[src/rtl/irq_cause_pkg.sv]
package irq_cause_pkg;
   // Word offsets inside one cause group
   localparam int OFS_CAUSE = 0;
   localparam int OFS_MSET  = 1;
   localparam int OFS_MCLR  = 2;
   localparam int OFS_MASK  = 3;
   localparam int OFS_MVIEW = 4;
   localparam int OFS_MODE  = 5;

   typedef enum logic {
      CLR_W1C     = 1'b0,
      CLR_ON_READ = 1'b1
   } clr_mode_e;
endpackage

[src/rtl/irq_cause_group.sv]
module irq_cause_group
   import irq_cause_pkg::*;
#(
   parameter int DATA_W = 32
) (
   input  logic              clk,
   input  logic              rst_n,
   input  logic [DATA_W-1:0] evt_i,
   input  logic [DATA_W-1:0] wdata_i,
   input  logic              cause_wr_i,
   input  logic              cause_rd_i,
   input  logic              mset_wr_i,
   input  logic              mclr_wr_i,
   input  logic              mode_wr_i,
   output logic [DATA_W-1:0] cause_o,
   output logic [DATA_W-1:0] mask_o,
   output logic              cor_o,
   output logic              active_o
);
   logic [DATA_W-1:0] cause_q;
   logic [DATA_W-1:0] mask_q;
   clr_mode_e         mode_q;
   logic [DATA_W-1:0] clr_bits;

   always_comb begin
      clr_bits = '0;
      if (mode_q == CLR_W1C && cause_wr_i) clr_bits = wdata_i;
      if (mode_q == CLR_ON_READ && cause_rd_i) clr_bits = cause_q;
   end

   always_ff @(posedge clk) begin
      if (!rst_n) begin
         cause_q <= '0;
         mask_q  <= '1;
         mode_q  <= CLR_W1C;
      end else begin
         // new events win over a same-cycle clear
         cause_q <= (cause_q & ~clr_bits) | evt_i;
         if (mset_wr_i)      mask_q <= mask_q | wdata_i;
         else if (mclr_wr_i) mask_q <= mask_q & ~wdata_i;
         if (mode_wr_i)
            mode_q <= (wdata_i == '1) ? CLR_ON_READ : CLR_W1C;
      end
   end

   assign cause_o  = cause_q;
   assign mask_o   = mask_q;
   assign cor_o    = (mode_q == CLR_ON_READ);
   assign active_o = |(cause_q & ~mask_q);

   a_r1_evt_latched: assert property (@(posedge clk) disable iff (!rst_n)
      (|evt_i) |=> ((cause_q & $past(evt_i)) == $past(evt_i)));

   a_r10_evt_beats_clear: assert property (@(posedge clk) disable iff (!rst_n)
      (|(evt_i & clr_bits)) |=> ((cause_q & $past(evt_i)) == $past(evt_i)));

   a_r2_w1c_partial: assert property (@(posedge clk) disable iff (!rst_n)
      (mode_q == CLR_W1C && cause_wr_i && evt_i == '0)
      |=> (cause_q == ($past(cause_q) & ~$past(wdata_i))));

   a_r3_cor_drains: assert property (@(posedge clk) disable iff (!rst_n)
      (mode_q == CLR_ON_READ && cause_rd_i && evt_i == '0) |=> (cause_q == '0));

   a_r3_cor_ignores_write: assert property (@(posedge clk) disable iff (!rst_n)
      (mode_q == CLR_ON_READ && cause_wr_i && !cause_rd_i)
      |=> ((cause_q & $past(cause_q)) == $past(cause_q)));

   a_r5_mask_set: assert property (@(posedge clk) disable iff (!rst_n)
      mset_wr_i |=> ((mask_q & $past(wdata_i)) == $past(wdata_i)));

   a_r6_mask_clr: assert property (@(posedge clk) disable iff (!rst_n)
      (mclr_wr_i && !mset_wr_i) |=> ((mask_q & $past(wdata_i)) == '0));

   a_r4_mode_sel: assert property (@(posedge clk) disable iff (!rst_n)
      mode_wr_i |=> (cor_o == ($past(wdata_i) == '1)));
endmodule

[src/rtl/irq_cause_summary.sv]
module irq_cause_summary #(
   parameter int DATA_W = 32,
   parameter int N_GRP  = 3
) (
   input  logic              clk,
   input  logic              rst_n,
   input  logic [N_GRP-1:0]  active_i,
   input  logic              rd_i,
   input  logic              swm_wr_i,
   input  logic [DATA_W-1:0] wdata_i,
   output logic [DATA_W-1:0] pseudo_o,
   output logic [DATA_W-1:0] swmask_o,
   output logic              irq_o
);
   logic [DATA_W-1:0] pseudo_q;
   logic [DATA_W-1:0] sw_q;
   logic [DATA_W-1:0] act_w;
   logic              irq_q;

   assign act_w = DATA_W'(active_i);

   always_ff @(posedge clk) begin
      if (!rst_n) begin
         pseudo_q <= '0;
         sw_q     <= '1;
         irq_q    <= 1'b0;
      end else begin
         pseudo_q <= (rd_i ? '0 : pseudo_q) | act_w;
         if (swm_wr_i) sw_q <= wdata_i;
         irq_q <= |(pseudo_q & ~sw_q);
      end
   end

   assign pseudo_o = pseudo_q;
   assign swmask_o = sw_q;
   assign irq_o    = irq_q;

   a_r8_pseudo_follows: assert property (@(posedge clk) disable iff (!rst_n)
      (|active_i) |=> ((pseudo_q[N_GRP-1:0] & $past(active_i)) == $past(active_i)));

   a_r8_pseudo_cor: assert property (@(posedge clk) disable iff (!rst_n)
      (rd_i && active_i == '0) |=> (pseudo_q == '0));

   a_r9_irq_rise: assert property (@(posedge clk) disable iff (!rst_n)
      (|(pseudo_q & ~sw_q)) |=> irq_o);

   a_r9_irq_quiet: assert property (@(posedge clk) disable iff (!rst_n)
      !(|(pseudo_q & ~sw_q)) |=> !irq_o);
endmodule

[src/rtl/irq_cause_bank.sv]
module irq_cause_bank
   import irq_cause_pkg::*;
#(
   parameter int DATA_W    = 32,
   parameter int N_GRP     = 3,
   parameter int GRP_SHIFT = 3,
   parameter int ADDR_W    = 5
) (
   input  logic                    clk,
   input  logic                    rst_n,
   input  logic                    bus_wr,
   input  logic                    bus_rd,
   input  logic [ADDR_W-1:0]       bus_addr,
   input  logic [DATA_W-1:0]       bus_wdata,
   output logic [DATA_W-1:0]       bus_rdata,
   input  logic [N_GRP*DATA_W-1:0] evt_in,
   output logic                    irq
);
   localparam int PSEUDO_ADDR = N_GRP << GRP_SHIFT;
   localparam int SWMASK_ADDR = PSEUDO_ADDR + 1;
   localparam int IDX_W       = ADDR_W - GRP_SHIFT;

   if (DATA_W < N_GRP) begin : g_chk_width
      $error("DATA_W must hold one summary bit per group");
   end
   if (SWMASK_ADDR >= (1 << ADDR_W)) begin : g_chk_addr
      $error("ADDR_W too small for the register map");
   end
   if (GRP_SHIFT < 3) begin : g_chk_stride
      $error("group stride must cover six offsets");
   end

   logic [GRP_SHIFT-1:0] ofs;
   logic [IDX_W-1:0]     grp_idx;
   logic                 hit_pseudo, hit_swm;
   logic [N_GRP-1:0]     grp_hit, w_cause, r_cause, w_mset, w_mclr, w_mode;
   logic [N_GRP-1:0]     active, cor_a;
   logic [DATA_W-1:0]    cause_a [N_GRP];
   logic [DATA_W-1:0]    mask_a  [N_GRP];
   logic [DATA_W-1:0]    pseudo_w, swmask_w, rd_mux, rdata_q;

   assign ofs        = bus_addr[GRP_SHIFT-1:0];
   assign grp_idx    = bus_addr[ADDR_W-1:GRP_SHIFT];
   assign hit_pseudo = (bus_addr == ADDR_W'(PSEUDO_ADDR));
   assign hit_swm    = (bus_addr == ADDR_W'(SWMASK_ADDR));

   for (genvar g = 0; g < N_GRP; g++) begin : g_grp
      assign grp_hit[g] = (grp_idx == IDX_W'(g));
      assign w_cause[g] = bus_wr & grp_hit[g] & (ofs == GRP_SHIFT'(OFS_CAUSE));
      assign r_cause[g] = bus_rd & grp_hit[g] & (ofs == GRP_SHIFT'(OFS_CAUSE));
      assign w_mset[g]  = bus_wr & grp_hit[g] & (ofs == GRP_SHIFT'(OFS_MSET));
      assign w_mclr[g]  = bus_wr & grp_hit[g] & (ofs == GRP_SHIFT'(OFS_MCLR));
      assign w_mode[g]  = bus_wr & grp_hit[g] & (ofs == GRP_SHIFT'(OFS_MODE));

      irq_cause_group #(.DATA_W(DATA_W)) u_grp (
         .clk        (clk),
         .rst_n      (rst_n),
         .evt_i      (evt_in[g*DATA_W +: DATA_W]),
         .wdata_i    (bus_wdata),
         .cause_wr_i (w_cause[g]),
         .cause_rd_i (r_cause[g]),
         .mset_wr_i  (w_mset[g]),
         .mclr_wr_i  (w_mclr[g]),
         .mode_wr_i  (w_mode[g]),
         .cause_o    (cause_a[g]),
         .mask_o     (mask_a[g]),
         .cor_o      (cor_a[g]),
         .active_o   (active[g])
      );
   end

   irq_cause_summary #(.DATA_W(DATA_W), .N_GRP(N_GRP)) u_sum (
      .clk      (clk),
      .rst_n    (rst_n),
      .active_i (active),
      .rd_i     (bus_rd & hit_pseudo),
      .swm_wr_i (bus_wr & hit_swm),
      .wdata_i  (bus_wdata),
      .pseudo_o (pseudo_w),
      .swmask_o (swmask_w),
      .irq_o    (irq)
   );

   always_comb begin
      rd_mux = '0;
      for (int g = 0; g < N_GRP; g++) begin
         if (grp_hit[g]) begin
            case (int'(ofs))
               OFS_CAUSE: rd_mux = cause_a[g];
               OFS_MASK:  rd_mux = mask_a[g];
               OFS_MVIEW: rd_mux = cause_a[g] & ~mask_a[g];
               OFS_MODE:  rd_mux = {DATA_W{cor_a[g]}};
               default:   rd_mux = '0;
            endcase
         end
      end
      if (hit_pseudo) rd_mux = pseudo_w;
      if (hit_swm)    rd_mux = swmask_w;
   end

   always_ff @(posedge clk) begin
      if (!rst_n)      rdata_q <= '0;
      else if (bus_rd) rdata_q <= rd_mux;
   end

   assign bus_rdata = rdata_q;

   a_r12_one_write_target: assert property (@(posedge clk) disable iff (!rst_n)
      $onehot0({w_cause, w_mset, w_mclr, w_mode, bus_wr & hit_pseudo, bus_wr & hit_swm}));

   a_r11_irq_low_after_reset: assert property (@(posedge clk)
      $rose(rst_n) |-> !irq);
endmodule

[config.mk]
export PLATFORM = sky130hd
export DESIGN_NAME = irq_cause_bank
export DESIGN_NICKNAME = d
export VERILOG_FILES = /design/src/rtl/irq_cause_pkg.sv /design/src/rtl/irq_cause_group.sv /design/src/rtl/irq_cause_summary.sv /design/src/rtl/irq_cause_bank.sv
export SDC_FILE = /design/constraint.sdc
export NUM_CORES = 1
export LEC_CHECK = 0
export BUFFER_PORTS_ARGS = -buffer_cell sky130_fd_sc_hd__buf_2
export CAP_MARGIN = 10
export CORE_MARGIN = 4
export CORE_UTILIZATION = 40
export DETAILED_ROUTE_END_ITERATION = 6
export HOLD_SLACK_MARGIN = 0.08
export PLACE_DENSITY_LB_ADDON = 0.08
export SETUP_SLACK_MARGIN = 0.5
export SLEW_MARGIN = 20
export SYNTH_ARGS = -nofsm -noshare
export SYNTH_HDL_FRONTEND = slang
export SYNTH_SLANG_ARGS = --single-unit
[constraint.sdc]
create_clock -name clk -period 4.01 [get_ports clk]
set_clock_uncertainty 0.05 [all_clocks]
set_input_delay 1.0025 -clock clk [delete_from_list [all_inputs] [get_ports clk]]
set_output_delay 1.0025 -clock clk [all_outputs]
set_load 0.05 [all_outputs]
==> results of run 1 <==
==> per-stage QoR <==
step	total power [W]	worst slack [ns]	cells	hold WS, ns
floorplan	0.00338	1.59	1625	0.382
global placement	0.00369	0.823	2114	0.391
detailed placement	0.00370	0.784	2114	0.400
CTS	0.00664	1.37	2169	0.413
global route	0.00683	1.21	2169	0.429
finish	0.00663	1.33	2169	0.410
==> how the worst max path moves through the flow <==
stage,end,depth (start not counted)
6_report,g_grp[0].u_grp.cause_o[23]$_SDFF_PN0_,7
2_1_floorplan,u_sum.swmask_o[21]$_SDFFE_PN1P_,8
3_3_place_gp,g_grp[0].u_grp.cause_o[16]$_SDFF_PN0_,7
4_1_cts,g_grp[0].u_grp.cause_o[23]$_SDFF_PN0_,7
5_1_grt,g_grp[0].u_grp.cause_o[19]$_SDFF_PN0_,7
3_5_place_dp,g_grp[0].u_grp.cause_o[23]$_SDFF_PN0_,7
==> area by class of cell <==
cell class	instances	area (um^2)
Inverter	88	335
Clock inverter	18	223
Fill cell	3211	16700
Multi-Input combinational cell	1112	6570
Clock buffer	37	838
Tap cell	435	544
Timing Repair Buffer	216	1300
Sequential cell	263	5270
==> cells by family after synthesis <==
family                 count (synthesis)  share of synthesized area (%)
AND/OR/NAND/NOR                      541                           18.7
flip-flops                           263                           40.5
XOR/XNOR                               1                          0.212
AO/OA/AOI/OAI                        570                           31.5
buffers and inverters                250                           9.15
==> worst max-delay path, stage by stage <==
cell	delay, ns
buf_2	0.27
or2_4	0.43
nor2_4	0.17
nand4_2	0.45
buf_4	0.44
a31oi_1	0.22
nor2_1	0.06
==> per-layer routing <==
metal / track usage (%) / vias up / wire (um)
met3: 5.06 / 90 / 4840
li1: - / 6171 / -
met1: 40.1 / 6459 / 23000
met2: 43.5 / 646 / 23300
met5: 0 / - / 14
met4: 7.68 / 4 / 1490
==> placed cells by master, fill, tap and decap left out, drive strengths merged, types with 10 or more instances in the layout <==
master,Yosys,final
o21ai,39,39
nor4,10,10
a211o,17,17
and3,10,10
nor2b,10,10
clkbuf,49,37
a22oi,58,58
nor2,111,111
o22ai,78,78
nand4,14,14
nand2,310,310
inv,88,88
buf,113,216
dfxtp,263,263
clkinv,0,10
a21oi,91,91
nand3,36,36
a221o,100,100
a31oi,110,110
a32oi,25,25
==> power groups by stage <==
stage                     Clock, W  Combinational (W)  Sequential (W)
after floorplan                  0           0.000455         0.00293
after detailed placement         0           0.000804         0.00289
after global placement           0           0.000797         0.00289
after global routing       0.00311           0.000875         0.00285
after CTS                  0.00300           0.000806         0.00284
final                      0.00298           0.000817         0.00284
==> metrics.md, run 1 <==
| Metric | Value |
|---|---|
| Final HPWL DP | between 30000 and 40000 um |
| Internal | about 0.0048 W |
| Hold Violations, Final | 0 |
| Max Freq | ~370 MHz |
| Length in cells of the worst reg-to-reg path | 5 |
| Hold Crit Class | reg -> reg |
| Setup CP Type | in -> reg |
| Synth Register Bits | 263 |
| Grt total ovfl | 0 |
| ANT cells | 0 |
| Initial antenna violation count | 2 |
| Element type at the critical path start | primary input |
| Area Growth Syn to Fin | 15.9% |
| Hold Path Origin | u_sum.swmask_o[29]$_SDFFE_PN1P_ |
| Total CTS buffers | 30 |
| Core area | 0.0318 mm^2 |
| ANT nets after route | 0 |
| Detailed Routing Iterations Pass 1 | 6 |
| Hold endpoint | u_sum.swmask_o[29]$_SDFFE_PN1P_ |
| Die H | 188 um |
| # rows | 65 |
| Register share of total power | 42.8% |
| Reg-to-reg endpoint | u_sum.pseudo_o[1]$_SDFF_PN0_ |
| Die ar. | 0.0355 mm^2 |
| Top cells by area, synth | dfxtp_1 (40%), nand2_1 (8.9%), a221o_1 (7.7%) |
| Worst reg2reg setup slack | ~1.7 ns |
| Share of the yosys chip area belonging to registers | between 40% and 50% |
| Top_reg_cell synth | dfxtp_1 |
| Rel. slew slack | between 40% and 50% |
| Placement Cell Area | 0.0140 mm^2 |
| Clk pwr share | 44.9% |
| WL final | 52700 um |
| Final period utilization | 66.9% |
| Via count | 13.4k |
| Switching part of the total | 27.7% |
| Commonest cells in the netlist | nand2_1 (309), dfxtp_1 (263), a31oi_1 (110), nor2_1 (108), a221o_1 (100) |
| Fin Setup TNS | 0 ns |
| Hold path depth | 2 |
| Global-route wire length before repair | about 80000 um |
| Syn Area/Cell | about 8.0 um^2 |
| Hold_buf cts | 0 |
| Design Area, Final | roughly 0.015 mm^2 |
| Number of synthesized flops with an enable pin | 0 |
| Slew @ Worst Pin | 0.874 ns |
| CP endpoint kind | flip-flop |
| Fraction of layout cells with a size suffix above 1 | 17.2% |
| Final core occ | 47.4% |
| Final slew viol count | 0 |
| IR drop worst, VDD | 0.000319 V |
| Synth top area share | between 40% and 50% |
| Vias in the first global route | around 12k |
| Clk_lat worst skew | approximately 0.57 ns |
| Crit path DAT | ~3.1 ns |
| Tot GR Track Use | 28.0% |
| Count leader, synth | nand2_1 |
| Largest net degree at the start of global routing | 73 |
| Async set-reset flop share out of synthesis | 0% |
| Setup bufs post-CTS | 0 |
| RSZ-0062 raised after global routing | false |
| CP max FO | 25 |
| Yosys warns | 0 |
| CTS max path bufs | 3 |
| Comb pwr share | 12.3% |
| Clk slew on worst S/H paths | 0.06 ns |
| CTS Root Cell | clkbuf_16 |
| Maxcap violations | 0 |
| Final Wtd Congestion | between 0.8 and 0.9 |
| Pleak | 5.96 nW |
| Distinct cell type count after synthesis | between 50 and 60 |
| Required time of the critical path | 4.40 ns |
| Avg Vias per Cell | 6.16 |
| Leading area contributor after synthesis | dfxtp_1 |
| Die width | 188 um |
| I/O pin total | 170 |
| I/O Buffers | about 170 |
| Final min period | 2.68 ns |
| Final Setup Violations | 0 |
| Mapped Cells | between 1.5k and 2k |
| Htree depth | 1 |
| Clk sinks | 263 |
| NetSw | 0.00184 W |
| TritonCTS clock tree | yes |
| Initial core utilization | 40.9% |
| CP startpoint | bus_addr[1] |
| Synth Net Count | 1762 |
| Drt drc | 0 |
| Power per standard cell area | 440 mW/mm^2 |
| WL/cell | ~24 um |
| Layout Nets | 1848 |
| Outcome | finished clean |
| Initial detailed-routing violation count | approximately 1.6k |
| Syn Std Cell Area | approximately 0.013 mm^2 |
| Post-CTS resize count | 0 |
Note: power is estimated with default switching activity, not from simulation.
==> run 2: changes to the inputs <==
Clock period 4.01 ns to 2.3 ns, I/O delays scaled along.
==> run 2 against run 1 <==
Sequential power rose by 75%. Power rose by 75%. Utilization rose by 3.2 points. Register-to-register slack got worse by 1.2 ns. Clock power rose by 70%. Critical path depth fell by 6. Via count rose by 2.7%. Non-clock buffer count rose by 64. Combinational power rose by 95%. Flip-flop and latch count did not move. Sequential share of layout area fell by 2.1 points. Routed wire length barely moved. Largest power group unchanged.
==> metrics.md, run 2 (same netlist as run 1, synthesis figures left out) <==
| Metric | Value |
|---|---|
| Outcome | finished clean |
| Slowest CP cell | dfxtp_1 |
| Detailed Routing Iterations Pass 1 | 6 (unchanged) |
| Final HPWL DP | 36400 um (+2.3%) |
| Final min period | 1.79 ns |
| CP max FO | 2 (-92%) |
| Initial core utilization | 40.9% (unchanged) |
| Hold Crit Class | in -> reg |
| Final Wtd Congestion | 0.888 (+3.2%) |
| WL/cell | 23.6 um (-2.9%) |
| Grt total ovfl | 0 (unchanged) |
| Vias in the first global route | 12.9k (+5.1%) |
| Setup CP Type | reg -> out |
| CP endpoint kind | output pin |
| I/O pin total | 170 (unchanged) |
| WL final | 52700 um (about the same) |
| Most common cell after layout, fill and taps aside | nand2_1 |
| Length in cells of the worst reg-to-reg path | 6 (+1) |
| Maxcap violations | 0 (unchanged) |
| Initial detailed-routing violation count | 1333 (-15%) |
| I/O Buffers | 169 (unchanged) |
| Final slew viol count | 0 (unchanged) |
| Final period utilization | 77.7% |
| Buf/Inv on CP | 1 (-1) |
| Power per standard cell area | 722 mW/mm^2 (+64%) |
| Core area | 0.0318 mm^2 (unchanged) |
| CTS max path bufs | 3 (unchanged) |
| Hold_buf cts | 0 (unchanged) |
| Hold path depth | 3 (+1) |
| # rows | 65 (unchanged) |
| Element type at the critical path start | flip-flop |
| Htree depth | 1 (unchanged) |
| Fraction of layout cells with a size suffix above 1 | 21.7% (+4.4 points) |
| Die ar. | 0.0355 mm^2 (unchanged) |
| Hold Violations, Final | 0 (unchanged) |
| RSZ-0062 raised after global routing | true |
| Initial antenna violation count | 0 (-2) |
| Slew @ Worst Pin | 0.778 ns (-0.0968 ns) |
| Total CTS buffers | 31 (+3.3%) |
| CP max stage delay | 0.39 ns (-0.06 ns) |
| TritonCTS clock tree | yes |
| Die H | 188 um (unchanged) |
| Crit path DAT | 1.16 ns (-1.91 ns) |
| CTS Root Cell | clkbuf_16 |
| Clk sinks | 263 (unchanged) |
| Worst reg2reg setup slack | 0.52 ns (-1.22 ns) |
| Pleak | 6.41 nW (+7.6%) |
| Drt drc | 0 (unchanged) |
| Max Freq | 559 MHz |
| Most frequent cells in the layout | nand2_1 (308), dfxtp_1 (248), buf_2 (136) |
| Rel. slew slack | 48.0% (+6.4 points) |
| Die width | 188 um (unchanged) |
| Delay-heaviest family, CP | flip-flops |
| ANT nets after route | 0 (unchanged) |
| Final Setup Violations | 0 (unchanged) |
| ANT cells | 0 (unchanged) |
| Area Growth Syn to Fin | 23.7% |
| Required time of the critical path | 1.67 ns (-2.73 ns) |
| Via count | 13.7k (+2.7%) |
| Avg Vias per Cell | 6.15 (-0.27%) |
| Critical path depth | 1 (-6) |
| Layout Nets | 1913 (+3.5%) |
| IR drop worst, VDD | 0.000609 V (+91%) |
| Place WS | 0.0159 ns (-0.768 ns) |
| Clk slew on worst S/H paths | 0.06 ns (about the same) |
| Critical path, cell by cell | buf_6 |
| Largest net degree at the start of global routing | 63 (-14%) |
| Tot GR Track Use | 28.2% (+0.20 points) |
| Final core occ | 50.6% (+3.2 points) |
| Worst setup margin | 0.513 ns (-0.816 ns) |
| Clk_lat worst skew | 0.58 ns (about the same) |
| Global-route wire length before repair | 79000 um (+1.3%) |
| Fin Setup TNS | 0 ns (unchanged) |
-- run 2: worst register-to-register path, delay by kind of cell (launching register included) --
kind | cells | cell delay (ns)
compound gates | 4 | 0.89
buf+inv | 1 | 0.19
flops | 1 | 0.35
simple gates | 1 | 0.20
-- run 2: through the flow --
step | instance area, um^2 | hold slack, ns | total power [W] | instances
after floorplan | 13200 | 0.382 | 0.00591 | 1625
after global placement | 14800 | 0.393 | 0.00656 | 2177
after detailed placement | 14800 | 0.403 | 0.00657 | 2177
after CTS | 16000 | 0.135 | 0.0116 | 2232
after global routing | 16100 | 0.151 | 0.0120 | 2233
final | 16100 | 0.148 | 0.0116 | 2233
-- run 2: cell type report --
| type | instances | area (um^2) |
|---|---|---|
| clock buffer | 42 | 887 |
| clock inverter | 13 | 160 |
| fill | 3123 | 15700 |
| inverter | 88 | 335 |
| multi-input combinational | 1112 | 6690 |
| sequential | 263 | 5290 |
| tap | 435 | 544 |
| timing repair buffer | 280 | 2190 |
-- run 2: power by group --
group          total [W]  internal (W)  switching [W]
logic            0.00159      0.000603       0.000983
clock network    0.00507       0.00303        0.00204
registers        0.00496       0.00476       0.000201
-- run 2: per-layer routing --
metal / vias to the layer above / wire length (um) / global-route usage (%)
li1: 6303 / - / -
met1: 6655 / 22800 / 39.9
met5: - / 0 / 0
met4: 0 / 1580 / 8.16
met2: 668 / 23800 / 44.7
met3: 102 / 4450 / 4.39
-- run 2: repair_timing --
item	4_1_cts	5_1_grt
pin swaps	2	0
setup endpoints to repair	32	14
gates resized for setup	61	19
buffers inserted	0	1
endpoints found under the hold margin	0	0
-- run 2: worst paths after layout --
check	endpoint	startpoint
worst min-delay path	g_grp[2].u_grp.cause_o[16]$_SDFF_PN0_	evt_in[80]
worst max register to register	u_sum.pseudo_o[2]$_SDFF_PN0_	g_grp[2].u_grp.cause_o[31]$_SDFF_PN0_
worst min register to register	u_sum.swmask_o[21]$_SDFFE_PN1P_	u_sum.swmask_o[21]$_SDFFE_PN1P_
worst max-delay path	bus_rdata[10]	bus_rdata[10]$_SDFFE_PN0P_
